--- src/rtl/cdump_pkg.sv ---
package cdump_pkg;

    // Word positions inside the packed dump; the reset controller decodes them.
    typedef enum int unsigned {
        WI_EXC_ADDR  = 0,
        WI_EXC_PC    = 1,
        WI_DATA_ADDR = 2,
        WI_NEXT_PC   = 3,
        WI_CUR_PC    = 4,
        WI_PREV_ADDR = 5,
        WI_PREV_PC   = 6
    } word_idx_e;

    localparam int unsigned CUR_WORDS   = 5;
    localparam int unsigned PREV_WORDS  = 2;
    localparam int unsigned TOTAL_WORDS = CUR_WORDS + PREV_WORDS;

endpackage

--- src/rtl/cdump_prev_slot.sv ---
module cdump_prev_slot #(
    parameter int unsigned W = 32
) (
    input  logic         clk_i,
    input  logic         rst_ni,
    input  logic         dfault_i,
    input  logic [W-1:0] exc_addr_i,
    input  logic [W-1:0] exc_pc_i,
    output logic [W-1:0] prev_addr_o,
    output logic [W-1:0] prev_pc_o,
    output logic         prev_vld_o
);

    typedef struct packed {
        logic [W-1:0] addr;
        logic [W-1:0] pc;
        logic         vld;
    } slot_t;

    slot_t slot_d, slot_q;

    always_comb begin
        slot_d = slot_q;
        if (dfault_i) begin
            slot_d.addr = exc_addr_i;
            slot_d.pc   = exc_pc_i;
            slot_d.vld  = 1'b1;
        end
    end

    always_ff @(posedge clk_i or negedge rst_ni) begin
        if (!rst_ni) begin
            slot_q <= '0;
        end else begin
            slot_q <= slot_d;
        end
    end

    assign prev_addr_o = slot_q.addr;
    assign prev_pc_o   = slot_q.pc;
    assign prev_vld_o  = slot_q.vld;


    capture_takes_edge_value_chk: assert property (@(posedge clk_i) disable iff (!rst_ni)
        dfault_i |=> (prev_addr_o == $past(exc_addr_i)) && (prev_pc_o == $past(exc_pc_i)) && prev_vld_o);


    hold_without_event_chk: assert property (@(posedge clk_i) disable iff (!rst_ni)
        !dfault_i |=> $stable(prev_addr_o) && $stable(prev_pc_o) && $stable(prev_vld_o));


    flag_sticky_chk: assert property (@(posedge clk_i) disable iff (!rst_ni)
        prev_vld_o |=> prev_vld_o);


    empty_slot_zero_chk: assert property (@(posedge clk_i) disable iff (!rst_ni)
        !prev_vld_o |-> (prev_addr_o == '0) && (prev_pc_o == '0));

endmodule

--- src/rtl/cdump_pack.sv ---
module cdump_pack #(
    parameter int unsigned W  = 32,
    parameter int unsigned NW = 7
) (
    input  logic [W-1:0]  words_i [NW],
    input  logic          prev_vld_i,
    output logic [NW*W:0] dump_o
);

    localparam int unsigned FLAG_BIT = NW * W;

    for (genvar k = 0; k < NW; k++) begin : g_word
        assign dump_o[k*W +: W] = words_i[k];
    end

    assign dump_o[FLAG_BIT] = prev_vld_i;

endmodule

--- src/rtl/cdump_capture.sv ---
module cdump_capture
    import cdump_pkg::*;
#(
    parameter int unsigned W = 32
) (
    input  logic                     clk_i,
    input  logic                     rst_ni,
    input  logic                     dfault_i,
    input  logic [W-1:0]             exc_addr_i,
    input  logic [W-1:0]             exc_pc_i,
    input  logic [W-1:0]             data_addr_i,
    input  logic [W-1:0]             next_pc_i,
    input  logic [W-1:0]             cur_pc_i,
    output logic [TOTAL_WORDS*W:0]   dump_o
);

    localparam int unsigned FLAG_BIT = TOTAL_WORDS * W;

    logic [W-1:0] words [TOTAL_WORDS];
    logic [W-1:0] prev_addr, prev_pc;
    logic         prev_vld;

    cdump_prev_slot #(.W(W)) u_slot (
        .clk_i      (clk_i),
        .rst_ni     (rst_ni),
        .dfault_i   (dfault_i),
        .exc_addr_i (exc_addr_i),
        .exc_pc_i   (exc_pc_i),
        .prev_addr_o(prev_addr),
        .prev_pc_o  (prev_pc),
        .prev_vld_o (prev_vld)
    );

    assign words[WI_EXC_ADDR]  = exc_addr_i;
    assign words[WI_EXC_PC]    = exc_pc_i;
    assign words[WI_DATA_ADDR] = data_addr_i;
    assign words[WI_NEXT_PC]   = next_pc_i;
    assign words[WI_CUR_PC]    = cur_pc_i;
    assign words[WI_PREV_ADDR] = prev_addr;
    assign words[WI_PREV_PC]   = prev_pc;

    cdump_pack #(.W(W), .NW(TOTAL_WORDS)) u_pack (
        .words_i   (words),
        .prev_vld_i(prev_vld),
        .dump_o    (dump_o)
    );


    live_pc_passthru_chk: assert property (@(posedge clk_i) disable iff (!rst_ni)
        (dump_o[W-1:0] == exc_addr_i) && (dump_o[WI_CUR_PC*W +: W] == cur_pc_i));


    flag_position_chk: assert property (@(posedge clk_i) disable iff (!rst_ni)
        dfault_i |=> dump_o[FLAG_BIT] && (dump_o[WI_PREV_ADDR*W +: W] == $past(exc_addr_i)));

endmodule

--- config.mk ---
export PLATFORM = sky130hd
export DESIGN_NAME = cdump_capture
export DESIGN_NICKNAME = d
export VERILOG_FILES = /design/src/rtl/cdump_pkg.sv /design/src/rtl/cdump_prev_slot.sv /design/src/rtl/cdump_pack.sv /design/src/rtl/cdump_capture.sv
export SDC_FILE = /design/constraint.sdc
export NUM_CORES = 1
export LEC_CHECK = 0
export BUFFER_PORTS_ARGS = -buffer_cell sky130_fd_sc_hd__buf_2
export CAP_MARGIN = 15
export CORE_AREA = 3 3 150 152
export CTS_CLUSTER_SIZE = 25
export DETAILED_ROUTE_END_ITERATION = 7
export DIE_AREA = 0 0 153 155
export RECOVER_POWER = 100
export SLEW_MARGIN = 5
export SYNTH_ARGS = -nofsm -noshare
export SYNTH_HDL_FRONTEND = slang
export SYNTH_SLANG_ARGS = --single-unit
--- constraint.sdc ---
create_clock -name clk_i -period 1.9 [get_ports clk_i]
set_clock_uncertainty 0.05 [all_clocks]
set_input_delay 0.38 -clock clk_i [delete_from_list [all_inputs] [get_ports clk_i]]
set_output_delay 0.38 -clock clk_i [all_outputs]
set_load 0.05 [all_outputs]
# Word-level counts from Yosys, hierarchy flattened
# Index checks and enable logic that the tools add are counted.
[word_totals] out_inout_bits=225 wordCells=3 ff_bits=65 in_bits=163

# Depth between registers and ports, before layout
# Gate-level depths: netlist (run 1).
[depth] depth_word=0 ltp_mapped=3 mapped_depth_nobuf=1

# Cells and area by module
# From an unflattened synthesis (run 1), not the netlist that was laid out.
[unflattened] hier_cells=362 area_unflattened_um2=4299.1
[modules_own_cells] module="cdump_prev_slot" seq_area_each_um2=1626.6 instances=1 area_per_inst_um2=2610.0 cells_per_inst=137
[modules_own_cells] module="cdump_pack" seq_area_each_um2=0.0 instances=1 area_per_inst_um2=1689.1 cells_per_inst=225

# Least setup slack after synthesis (run 1)
# No wires, ideal clock.
[synth_timing] path_type="input port to flip-flop" from="input port dfault_i" to="register u_slot.slot_q (netlist bit u_slot.prev_addr_o[10])" t_required_ns=1.725 arrival_time_ns=0.967 setup_time_ns=0.125 path_slack_ns=0.758 stages=3 n_path_buf=2 cell_sequence="buf_6 -> buf_6 -> mux2_4"
[synth_rtl] element="from (decl)" line_no="cdump_capture.sv:8" rtl="input logic dfault_i,"
[synth_rtl] element="to (signal assigned)" line_no="cdump_prev_slot.sv:35" rtl="slot_q <= slot_d;"
[synth_rtl] element="to (decl)" line_no="cdump_prev_slot.sv:20" rtl="slot_t slot_d, slot_q;"
# No word-level cell between the ends.

# Worst setup path after layout (run 1)
[layout_timing] from="register u_slot.slot_q (netlist bit u_slot.prev_pc_o[21])" to="output port dump_o[213]"
[layout_rtl] element="to (decl)" line_no="cdump_capture.sv:14" rtl="output logic [TOTAL_WORDS*W:0] dump_o"
# No word-level cell between the ends.

==> results of run 1 <==
[layout make-up]
| class | count | share of cell area (%) |
|---|---|---|
| clock inverters | 5 | 2.03 |
| clock buffers | 11 | 6.24 |
| flip-flops and latches | 65 | 41.8 |
| repair buffers | 200 | 22.1 |
| multi-input cells | 65 | 18.9 |
| well taps | 275 | 8.85 |
[per-stage QoR]
stage	utilization (%)	area, um^2
after global routing	18.4	3890
final	18.4	3890
after floorplan	-	3820
after detailed placement	18.6	3930
after global placement	18.6	3930
after CTS	20.1	4260
[synth_stat cells]
library cell  count  area, um^2
buf_2             1        5.00
buf_4           161        1210
buf_6             6        67.6
dfrtp_1          65        1630
mux2_2           15         169
mux2_4           49         736
or2_1             1        6.26
[metal layers]
layer	part of all wire [%]	up-vias	wire, um	track usage [%]
met5	0	-	0	0
met3	10	64	947	3.09
met1	30	974	2680	6.31
met2	51	165	4570	12.5
met4	9.3	0	844	7.89
li1	-	890	-	-
[report_power, final]
part | switching [mW] | internal, mW
Combinational | 0.963 | 0.232
Clock | 0.621 | 1.18
Sequential | 0.0684 | 1.52
Total | 1.65 | 2.94
[registers in the layout, summed over array words and instances (netlist names)]
signal	flops
u_slot.prev_pc_o	32
u_slot.prev_addr_o	32
u_slot.prev_vld_o	1
[repair_timing]
action / CTS / global route
buffers inserted: 0 / 0
hold buffers: 1 / 0
gates resized for setup: 0 / 0
hold endpoints to repair: 32 / 0
[worst max-delay path by stage]
stage | cells after the start | to | slack [ns]
after CTS | 1 | dump_o[213] | 0.44
after detailed placement | 3 | u_slot.prev_pc_o[31]$_DFFE_PN0P_ | 0.46
after global routing | 1 | dump_o[213] | 0.22
after global placement | 3 | u_slot.prev_addr_o[31]$_DFFE_PN0P_ | 0.47
final | 1 | dump_o[213] | 0.28
after floorplan | 3 | u_slot.prev_addr_o[10]$_DFFE_PN0P_ | 0.76
[logic make-up after synthesis]
logic type,synth area share [%]
simple gates,0.164
mux,23.7
buf+inv,33.6
flops,42.6
==> out/metrics.yaml, run 1 <==
cts:
  cts_tree: "yes"
  clock-sinks: 65
  cts_made_buffers: 9
  clk_path_buf_depth: 2
  root_buffer: "clkbuf_16"
  clk_pin_slew_ns: 0.06
  h-tree-depth: 3
  clkLatencyLatePin_ns: 0.33
cells_and_area:
  nNetsFinal: 504
  syn2layout_area_growth_pct: 1.80
  register_area_mm2: 0.00163
  multi_input_area_um2: 734
  drive_gt1_share_pct: 29.2
  instances_no_fill: 621
  fillCellCount: 2371
  layout_commonest_cell: "clkbuf_1"
  mostFrequentLayoutCells: "clkbuf_1 (131), dfrtp_1 (65), buf_2 (64)"
  n_antenna_cell: 0
setup_path:
  crit_fanout: 2
  critPathSlowestCell: "clkbuf_1"
  path_buf_inv: 1
  r2r_start: "u_slot.prev_pc_o[20]$_DFFE_PN0P_"
  critPathTopFamily: "buffers and inverters"
  critPathArrivalTime_ns: 1.19
  cp-end-kind: "output port"
  startpoint: "u_slot.prev_pc_o[21]$_DFFE_PN0P_"
  reg2reg_to: "u_slot.prev_pc_o[20]$_DFFE_PN0P_"
  regToRegSetupSlack_ns: 1.04
  crit_chain: "clkbuf_1"
  critPathMaxStageDelay_ns: 0.49
  required_ns: 1.47
  cp-start-kind: "flip-flop"
  r2r_cells: 1
  path_class: "flip-flop to output port"
job:
  maxCapViolations: 0
power:
  power_density_mw_per_mm2: 1180
  ir_drop_v: 0.000343
  p_leak_nw: 1.62
  total_power_mw: 4.59
routing:
  via_per_inst: 3.37
  drt_wl_total_um: 9040
  drc_errors: 0
  dr.pass1.iters: 3
  ant_nets: 0
  drt_iter0_drc: 48
  vias: 2093
  routedWlPerCell_um: 14.6
floorplanning:
  dieWidth_um: 153
  initial_core_util_pct: 18.1
  rows: 53
  die_h_um: 155
  core_area_mm2: 0.0212
  dieArea_mm2: 0.0237
  ios: 388
sta:
  worst_slack_ns: 0.279
  whs_ns: 0.224
  grt_setup_unrepaired: "no"
  worst_pin_slew_ns: 0.872
  layout_worst_path_cycle_share_pct: 85.3
  hold_viol: 0
  tns_ns: 0
  min_period_ns: 1.62
  relSlewSlack_pct: 41.9
  drv_slew: 0
  max_freq_mhz: 617
  setup_viol: 0
logic_synthesis:
  syn_nets: 461
  netlist_instances: 298
  synth_cell_types: 7
  syn_area_per_cell_um2: 12.8
  syn_area_mm2: 0.00382
  ys_warn_count: 0
  ys_seq_area_share_pct: 42.6
  ys_seq_elements: 65
global_routing:
  overflow: 0
  grt_use_total_pct: 7.39
  antenna_found_initial: 0
  grt_pass1_vias: 2189
  grt_max_degree: 34
  grt_pass1_wl_um: 13100
outcome:
  status: "complete, no violations"
worst_hold_path:
  whs_path_depth: 2
  hp-class: "input port to flip-flop"
  min_to: "u_slot.prev_addr_o[26]$_DFFE_PN0P_"
  hold_start: "exc_addr_i[26]"
placement:
  gp_congestion: 0.691
  dpl.cell_count: 604
  portBuffers: 195
  dpl_worst_slack_ns: 0.461
  dp_hpwl_um: 7030
Power figures use the tool's default switching activity.
==> run 2: changes to the inputs <==
--- a/config.mk
+++ b/config.mk
@@ -11,6 +11,8 @@
 export CTS_CLUSTER_SIZE = 25
 export DETAILED_ROUTE_END_ITERATION = 7
 export DIE_AREA = 0 0 153 155
+export MAX_ROUTING_LAYER = met4
+export PLACE_DENSITY = 0.5
 export RECOVER_POWER = 100
 export SLEW_MARGIN = 5
 export SYNTH_ARGS = -nofsm -noshare
==> run 2 against run 1 <==
Power fell by 0.30%. Highest routed layer unchanged. Largest cell class unchanged. Hold slack better by 0.0032 ns. Critical path type unchanged. Via count fell by 0.67%.
==> out/metrics.yaml, run 2 (synthesis results as in run 1) <==
outcome:
  status: "complete, no violations"
setup_path:
  r2r_start: "u_slot.prev_addr_o[30]$_DFFE_PN0P_"
  required_ns: 1.47  # about the same
  startpoint: "u_slot.prev_pc_o[6]$_DFFE_PN0P_"
  path_class: "flip-flop to output port"
  crit_fanout: 2  # unchanged
  critPathSlowestCell: "clkbuf_1"
  critPathArrivalTime_ns: 1.18  # about the same
  critPathMaxStageDelay_ns: 0.48  # about the same
  cp-end-kind: "output port"
  crit_chain: "clkbuf_1"
  cp-start-kind: "flip-flop"
  critPathTopFamily: "buffers and inverters"
  path_buf_inv: 1  # unchanged
cts:
  root_buffer: "clkbuf_16"
  cts_made_buffers: 9  # unchanged
  clkLatencyLatePin_ns: 0.33  # about the same
  clk_pin_slew_ns: 0.06  # about the same
  cts_tree: "yes"
  cts_resized: 0  # unchanged
  clk_path_buf_depth: 2  # unchanged
  h-tree-depth: 3  # unchanged
  clock-sinks: 65  # unchanged
placement:
  dpl.cell_count: 604  # unchanged
  gp_congestion: 0.763  # +10%
  dp_hpwl_um: 6870  # -2.2%
  portBuffers: 195  # unchanged
sta:
  min_period_ns: 1.61  # -0.0119 ns
  grt_setup_unrepaired: "no"
  setup_viol: 0  # unchanged
  relSlewSlack_pct: 42.9  # +1.1 points
  max_freq_mhz: 622  # +0.74%
  tns_ns: 0  # unchanged
  worst_pin_slew_ns: 0.856  # -0.0158 ns
  hold_viol: 0  # unchanged
  layout_worst_path_cycle_share_pct: 84.7  # -0.63 points
  drv_slew: 0  # unchanged
power:
  p_int_mw: 2.91  # -0.86%
  ir_drop_v: 0.000393  # +15%
  pwr-share-seq_pct: 34.9  # +0.2 points
  swShare_pct: 36.4  # +0.36 points
  power.switching_mw: 1.66  # +0.70%
  pwr-share-comb_pct: 26.4  # +0.4 points
  p_leak_nw: 1.64  # +1.1%
  clock_power_share_pct: 38.7  # -0.6 points
  power_density_mw_per_mm2: 1170  # -1.2%
cells_and_area:
  layout_commonest_cell: "clkbuf_1"
  instances_no_fill: 622  # +0.16%
  nNetsFinal: 504  # unchanged
  register_area_mm2: 0.00163  # unchanged
  drive_gt1_share_pct: 30.6  # +1.4 points
  fillCellCount: 2410  # +1.6%
  mostFrequentLayoutCells: "clkbuf_1 (127), buf_2 (67), dfrtp_1 (65)"
  multi_input_area_um2: 738  # +0.51%
  syn2layout_area_growth_pct: 2.75
routing:
  drt_iter0_drc: 50  # +4.2%
  via_per_inst: 3.34  # -0.83%
  drc_errors: 0  # unchanged
  dr.pass1.iters: 4  # +1
  drt_wl_total_um: 8690  # -3.9%
  ant_nets: 0  # unchanged
  routedWlPerCell_um: 14.0  # -4.1%
  vias: 2079  # -0.67%
floorplanning:
  die_h_um: 155  # unchanged
  core_area_mm2: 0.0212  # unchanged
  dieWidth_um: 153  # unchanged
  rows: 53  # unchanged
  ios: 388  # unchanged
  initial_core_util_pct: 18.1  # unchanged
  dieArea_mm2: 0.0237  # unchanged
global_routing:
  overflow: 0  # unchanged
  antenna_found_initial: 1  # +1
  grt_pass1_wl_um: 12800  # -2.2%
  grt_pass1_vias: 2246  # +2.6%
  grt_use_total_pct: 7.38  # -0.012 points
  grt_max_degree: 36  # +5.9%
worst_hold_path:
  hold_start: "exc_addr_i[17]"
  hp-class: "input port to flip-flop"
job:
  maxCapViolations: 0  # unchanged
[run 2: power by group through the flow]
| stage | registers [mW] | clock network [mW] | logic, mW |
|---|---|---|---|
| after floorplan | 2.10 | 0 | 1.15 |
| after global routing | 1.62 | 1.93 | 1.26 |
| final | 1.60 | 1.77 | 1.21 |
| after CTS | 1.60 | 1.86 | 1.37 |
| after detailed placement | 1.62 | 0 | 1.38 |
| after global placement | 1.62 | 0 | 1.36 |
[run 2: what timing repair did]
action / in CTS / in global routing
hold buffers: 1 / 0
buffers inserted: 0 / 0
endpoints found under the hold margin: 30 / 0
[run 2: stage by stage]
stage / cell area (um^2) / setup slack [ns] / power (mW) / util, % / hold slack [ns]
finish: 3920 / 0.291 / 4.57 / 18.5 / 0.227
global route: 3920 / 0.223 / 4.81 / 18.5 / 0.208
CTS: 4260 / 0.414 / 4.84 / 20.1 / 0.211
detailed placement: 3930 / 0.338 / 3.00 / 18.6 / 0.305
global placement: 3930 / 0.371 / 2.98 / 18.6 / 0.301
floorplan: 3820 / 0.758 / 3.26 / - / 0.0344
[run 2: final timing paths]
kind | slack, ns | endpoint | cells past startpoint
max reg2reg | 1.02 | u_slot.prev_addr_o[30]$_DFFE_PN0P_ | 1
min reg2reg | 0.41 | u_slot.prev_vld_o$_DFFE_PN0P_ | 1
max in group asynchronous | 0.47 | u_slot.prev_addr_o[10]$_DFFE_PN0P_ | 3
min | 0.23 | u_slot.prev_addr_o[17]$_DFFE_PN0P_ | 2
max | 0.29 | dump_o[198] | 1
min in group asynchronous | 0.62 | u_slot.prev_addr_o[14]$_DFFE_PN0P_ | 2
[run 2: area by class of cell]
cell class | count | area share, %
repair buffers | 200 | 22.7
flip-flops and latches | 65 | 41.5
clock buffers | 9 | 5.74
well taps | 275 | 8.77
multi-input cells | 65 | 18.8
diodes | 1 | 0.0638
clock inverters | 7 | 2.42
[run 2: metal layers]
metal  routed length [um]  up-vias  track usage [%]
met5                    0        -                -
met4                  724        0             6.92
met3                  956       71             3.62
met2                 4150      160             11.1
met1                 2860      956             6.88
li1                     -      892                -
==> run 3: changes to the inputs <==
--- a/config.mk
+++ b/config.mk
@@ -7,10 +7,10 @@
 export LEC_CHECK = 0
 export BUFFER_PORTS_ARGS = -buffer_cell sky130_fd_sc_hd__buf_2
 export CAP_MARGIN = 15
-export CORE_AREA = 3 3 150 152
+export CORE_AREA = 3 3 151 153
 export CTS_CLUSTER_SIZE = 25
 export DETAILED_ROUTE_END_ITERATION = 7
-export DIE_AREA = 0 0 153 155
+export DIE_AREA = 0 0 154 156
 export MAX_ROUTING_LAYER = met4
 export PLACE_DENSITY = 0.5
 export RECOVER_POWER = 100
==> constraint.sdc (replaced) <==
create_clock -name clk_i -period 1.6 [get_ports clk_i]
set_clock_uncertainty 0.05 [all_clocks]
set_input_delay 0.32 -clock clk_i [delete_from_list [all_inputs] [get_ports clk_i]]
set_output_delay 0.32 -clock clk_i [all_outputs]
set_load 0.05 [all_outputs]
==> run 3 against run 2 <==
Global-route usage decreased by 0.64 points. Final area increased by 2.2%. Die area is 1.3% higher. Sequential power is 18% higher. Largest power group unchanged. Power up 24%. Critical endpoint is now dump_o[216]. Core utilization fell by 0.053 points. Combinational power rose by 21%. Critical path depth unchanged. Largest cell class unchanged. Non-clock buffer count unchanged. First-iteration DRC count increased by 6.0%. Worst setup slack got worse by 0.042 ns. Cell count rose by 0.96%.
==> out/metrics.yaml, run 3 (synthesis results as in run 1) <==
sta:
  max_freq_mhz: 740
  hold_viol: 0  # unchanged
  min_period_ns: 1.35
  worst_pin_slew_ns: 0.627  # -0.229 ns
  setup_viol: 0  # unchanged
  worst_slack_ns: 0.249  # -0.0421 ns
  drv_slew: 0  # unchanged
  layout_worst_path_cycle_share_pct: 84.4
  grt_setup_unrepaired: "no"
  relSlewSlack_pct: 58.2  # +15 points
  tns_ns: 0  # unchanged
global_routing:
  grt_max_degree: 66  # +83%
  grt_use_total_pct: 6.74  # -0.64 points
  antenna_found_initial: 2  # +1
  overflow: 0  # unchanged
  grt_pass1_wl_um: 12100  # -5.7%
  grt_pass1_vias: 2208  # -1.7%
worst_hold_path:
  hp-class: "input port to flip-flop"
cts:
  cts_hold_buffers: 1  # unchanged
  clk_path_buf_depth: 2  # unchanged
  clock-sinks: 65  # unchanged
  cts_tree: "yes"
  clkLatencyLatePin_ns: 0.34  # about the same
  cts_made_buffers: 9  # unchanged
  h-tree-depth: 3  # unchanged
  root_buffer: "clkbuf_16"
  post_cts.repair.setup_buffers: 0  # unchanged
  clk_pin_slew_ns: 0.06  # about the same
  cts_resized: 0  # unchanged
placement:
  portBuffers: 195  # unchanged
  dp_hpwl_um: 6300  # -8.4%
  gp_congestion: 0.715  # -6.2%
  dpl_worst_slack_ns: 0.301  # -0.0372 ns
floorplanning:
  dieArea_mm2: 0.0240  # +1.3%
  die_h_um: 156  # +0.65%
  ios: 388  # unchanged
  core_area_mm2: 0.0217  # +2.5%
  rows: 54  # +1.9%
  dieWidth_um: 154  # +0.65%
  initial_core_util_pct: 17.6  # -0.44 points
job:
  maxCapViolations: 0  # unchanged
power:
  power_density_mw_per_mm2: 1420  # +22%
  power.switching_mw: 2.03  # +22%
  p_int_mw: 3.66  # +26%
  p_leak_nw: 1.82  # +11%
  ir_drop_v: 0.000391  # -0.65%
  pwr-share-seq_pct: 33.2  # -1.7 points
  pwr-share-comb_pct: 25.6  # -0.8 points
  clock_power_share_pct: 41.1  # +2.4 points
  swShare_pct: 35.6  # -0.76 points
setup_path:
  path_buf_inv: 1  # unchanged
  crit_fanout: 2  # unchanged
  crit_chain: "clkbuf_2"
  path_class: "flip-flop to output port"
  critPathSlowestCell: "dfrtp_1"
  critPathTopFamily: "flip-flops"
  cp-start-kind: "flip-flop"
  cp-end-kind: "output port"
  critPathArrivalTime_ns: 0.98  # -0.20 ns
  critPathMaxStageDelay_ns: 0.36  # -0.12 ns
  required_ns: 1.23  # -0.24 ns
cells_and_area:
  drive_gt1_share_pct: 48.3  # +18 points
  syn2layout_area_growth_pct: 5.05
  fillCellCount: 2439  # +1.2%
  register_area_mm2: 0.00163  # unchanged
  multi_input_area_um2: 738  # unchanged
  layout_commonest_cell: "clkbuf_2"
  mostFrequentLayoutCells: "clkbuf_2 (67), clkbuf_1 (66), dfrtp_1 (65)"
  nNetsFinal: 504  # unchanged
outcome:
  status: "complete, no violations"
routing:
  drt_iter0_drc: 53  # +6.0%
  dr.pass1.iters: 4  # unchanged
  drt_wl_total_um: 8200  # -5.6%
  routedWlPerCell_um: 13.1  # -6.5%
  vias: 2067  # -0.58%
  ant_nets: 0  # unchanged
  via_per_inst: 3.29  # -1.5%
  drc_errors: 0  # unchanged
## run 3: power groups by stage
| stage | Combinational, mW | Clock, mW | Sequential, mW |
|---|---|---|---|
| 6_report | 1.46 | 2.34 | 1.89 |
| 3_3_place_gp | 1.61 | 0 | 1.92 |
| 5_1_grt | 1.53 | 2.52 | 1.91 |
| 3_5_place_dp | 1.63 | 0 | 1.92 |
| 2_1_floorplan | 1.37 | 0 | 2.50 |
| 4_1_cts | 1.63 | 2.46 | 1.90 |
## run 3: worst paths after layout
kind                                                       start  cells past startpoint  slack (ns)                            endpoint
worst max-delay path            u_slot.prev_pc_o[24]$_DFFE_PN0P_                      1        0.25                         dump_o[216]
worst min-delay path                                exc_pc_i[25]                      2        0.16    u_slot.prev_pc_o[25]$_DFFE_PN0P_
worst max register to register  u_slot.prev_pc_o[10]$_DFFE_PN0P_                      1        0.76    u_slot.prev_pc_o[10]$_DFFE_PN0P_
worst min register to register     u_slot.prev_vld_o$_DFFE_PN0P_                      1        0.41       u_slot.prev_vld_o$_DFFE_PN0P_
max in group asynchronous                                 rst_ni                      3        0.66    u_slot.prev_pc_o[10]$_DFFE_PN0P_
min in group asynchronous                                 rst_ni                      3        0.53  u_slot.prev_addr_o[11]$_DFFE_PN0P_
## run 3: per-layer routing
| metal | part of all wire (%) | vias up | wire length (um) | global-route usage [%] |
|---|---|---|---|---|
| li1 | - | 889 | - | - |
| met1 | 32 | 988 | 2640 | 5.97 |
| met2 | 50 | 124 | 4130 | 11.0 |
| met3 | 11 | 66 | 929 | 3.19 |
| met4 | 6.1 | 0 | 499 | 5.34 |
| met5 | 0 | - | 0 | - |
## run 3: cell type report
cell class	instances	area share (%)
Sequential cell	65	40.5
Timing Repair Buffer	200	23.5
Multi-Input combinational cell	65	18.4
Tap cell	280	8.73
Clock buffer	9	5.61
Clock inverter	7	3.12
Antenna cell	2	0.125
## run 3: through the flow
| stage | hold slack [ns] | cells | power (mW) | area [um^2] | utilization (%) |
|---|---|---|---|---|---|
| 5_1_grt | 0.150 | 628 | 5.96 | 4010 | 18.5 |
| 6_report | 0.164 | 628 | 5.69 | 4010 | 18.5 |
| 3_3_place_gp | 0.310 | 609 | 3.53 | 3930 | 18.1 |
| 3_5_place_dp | 0.314 | 609 | 3.55 | 3930 | 18.1 |
| 4_1_cts | 0.150 | 626 | 5.99 | 4290 | 19.8 |
| 2_1_floorplan | -0.0256 | 298 | 3.87 | 3820 | - |
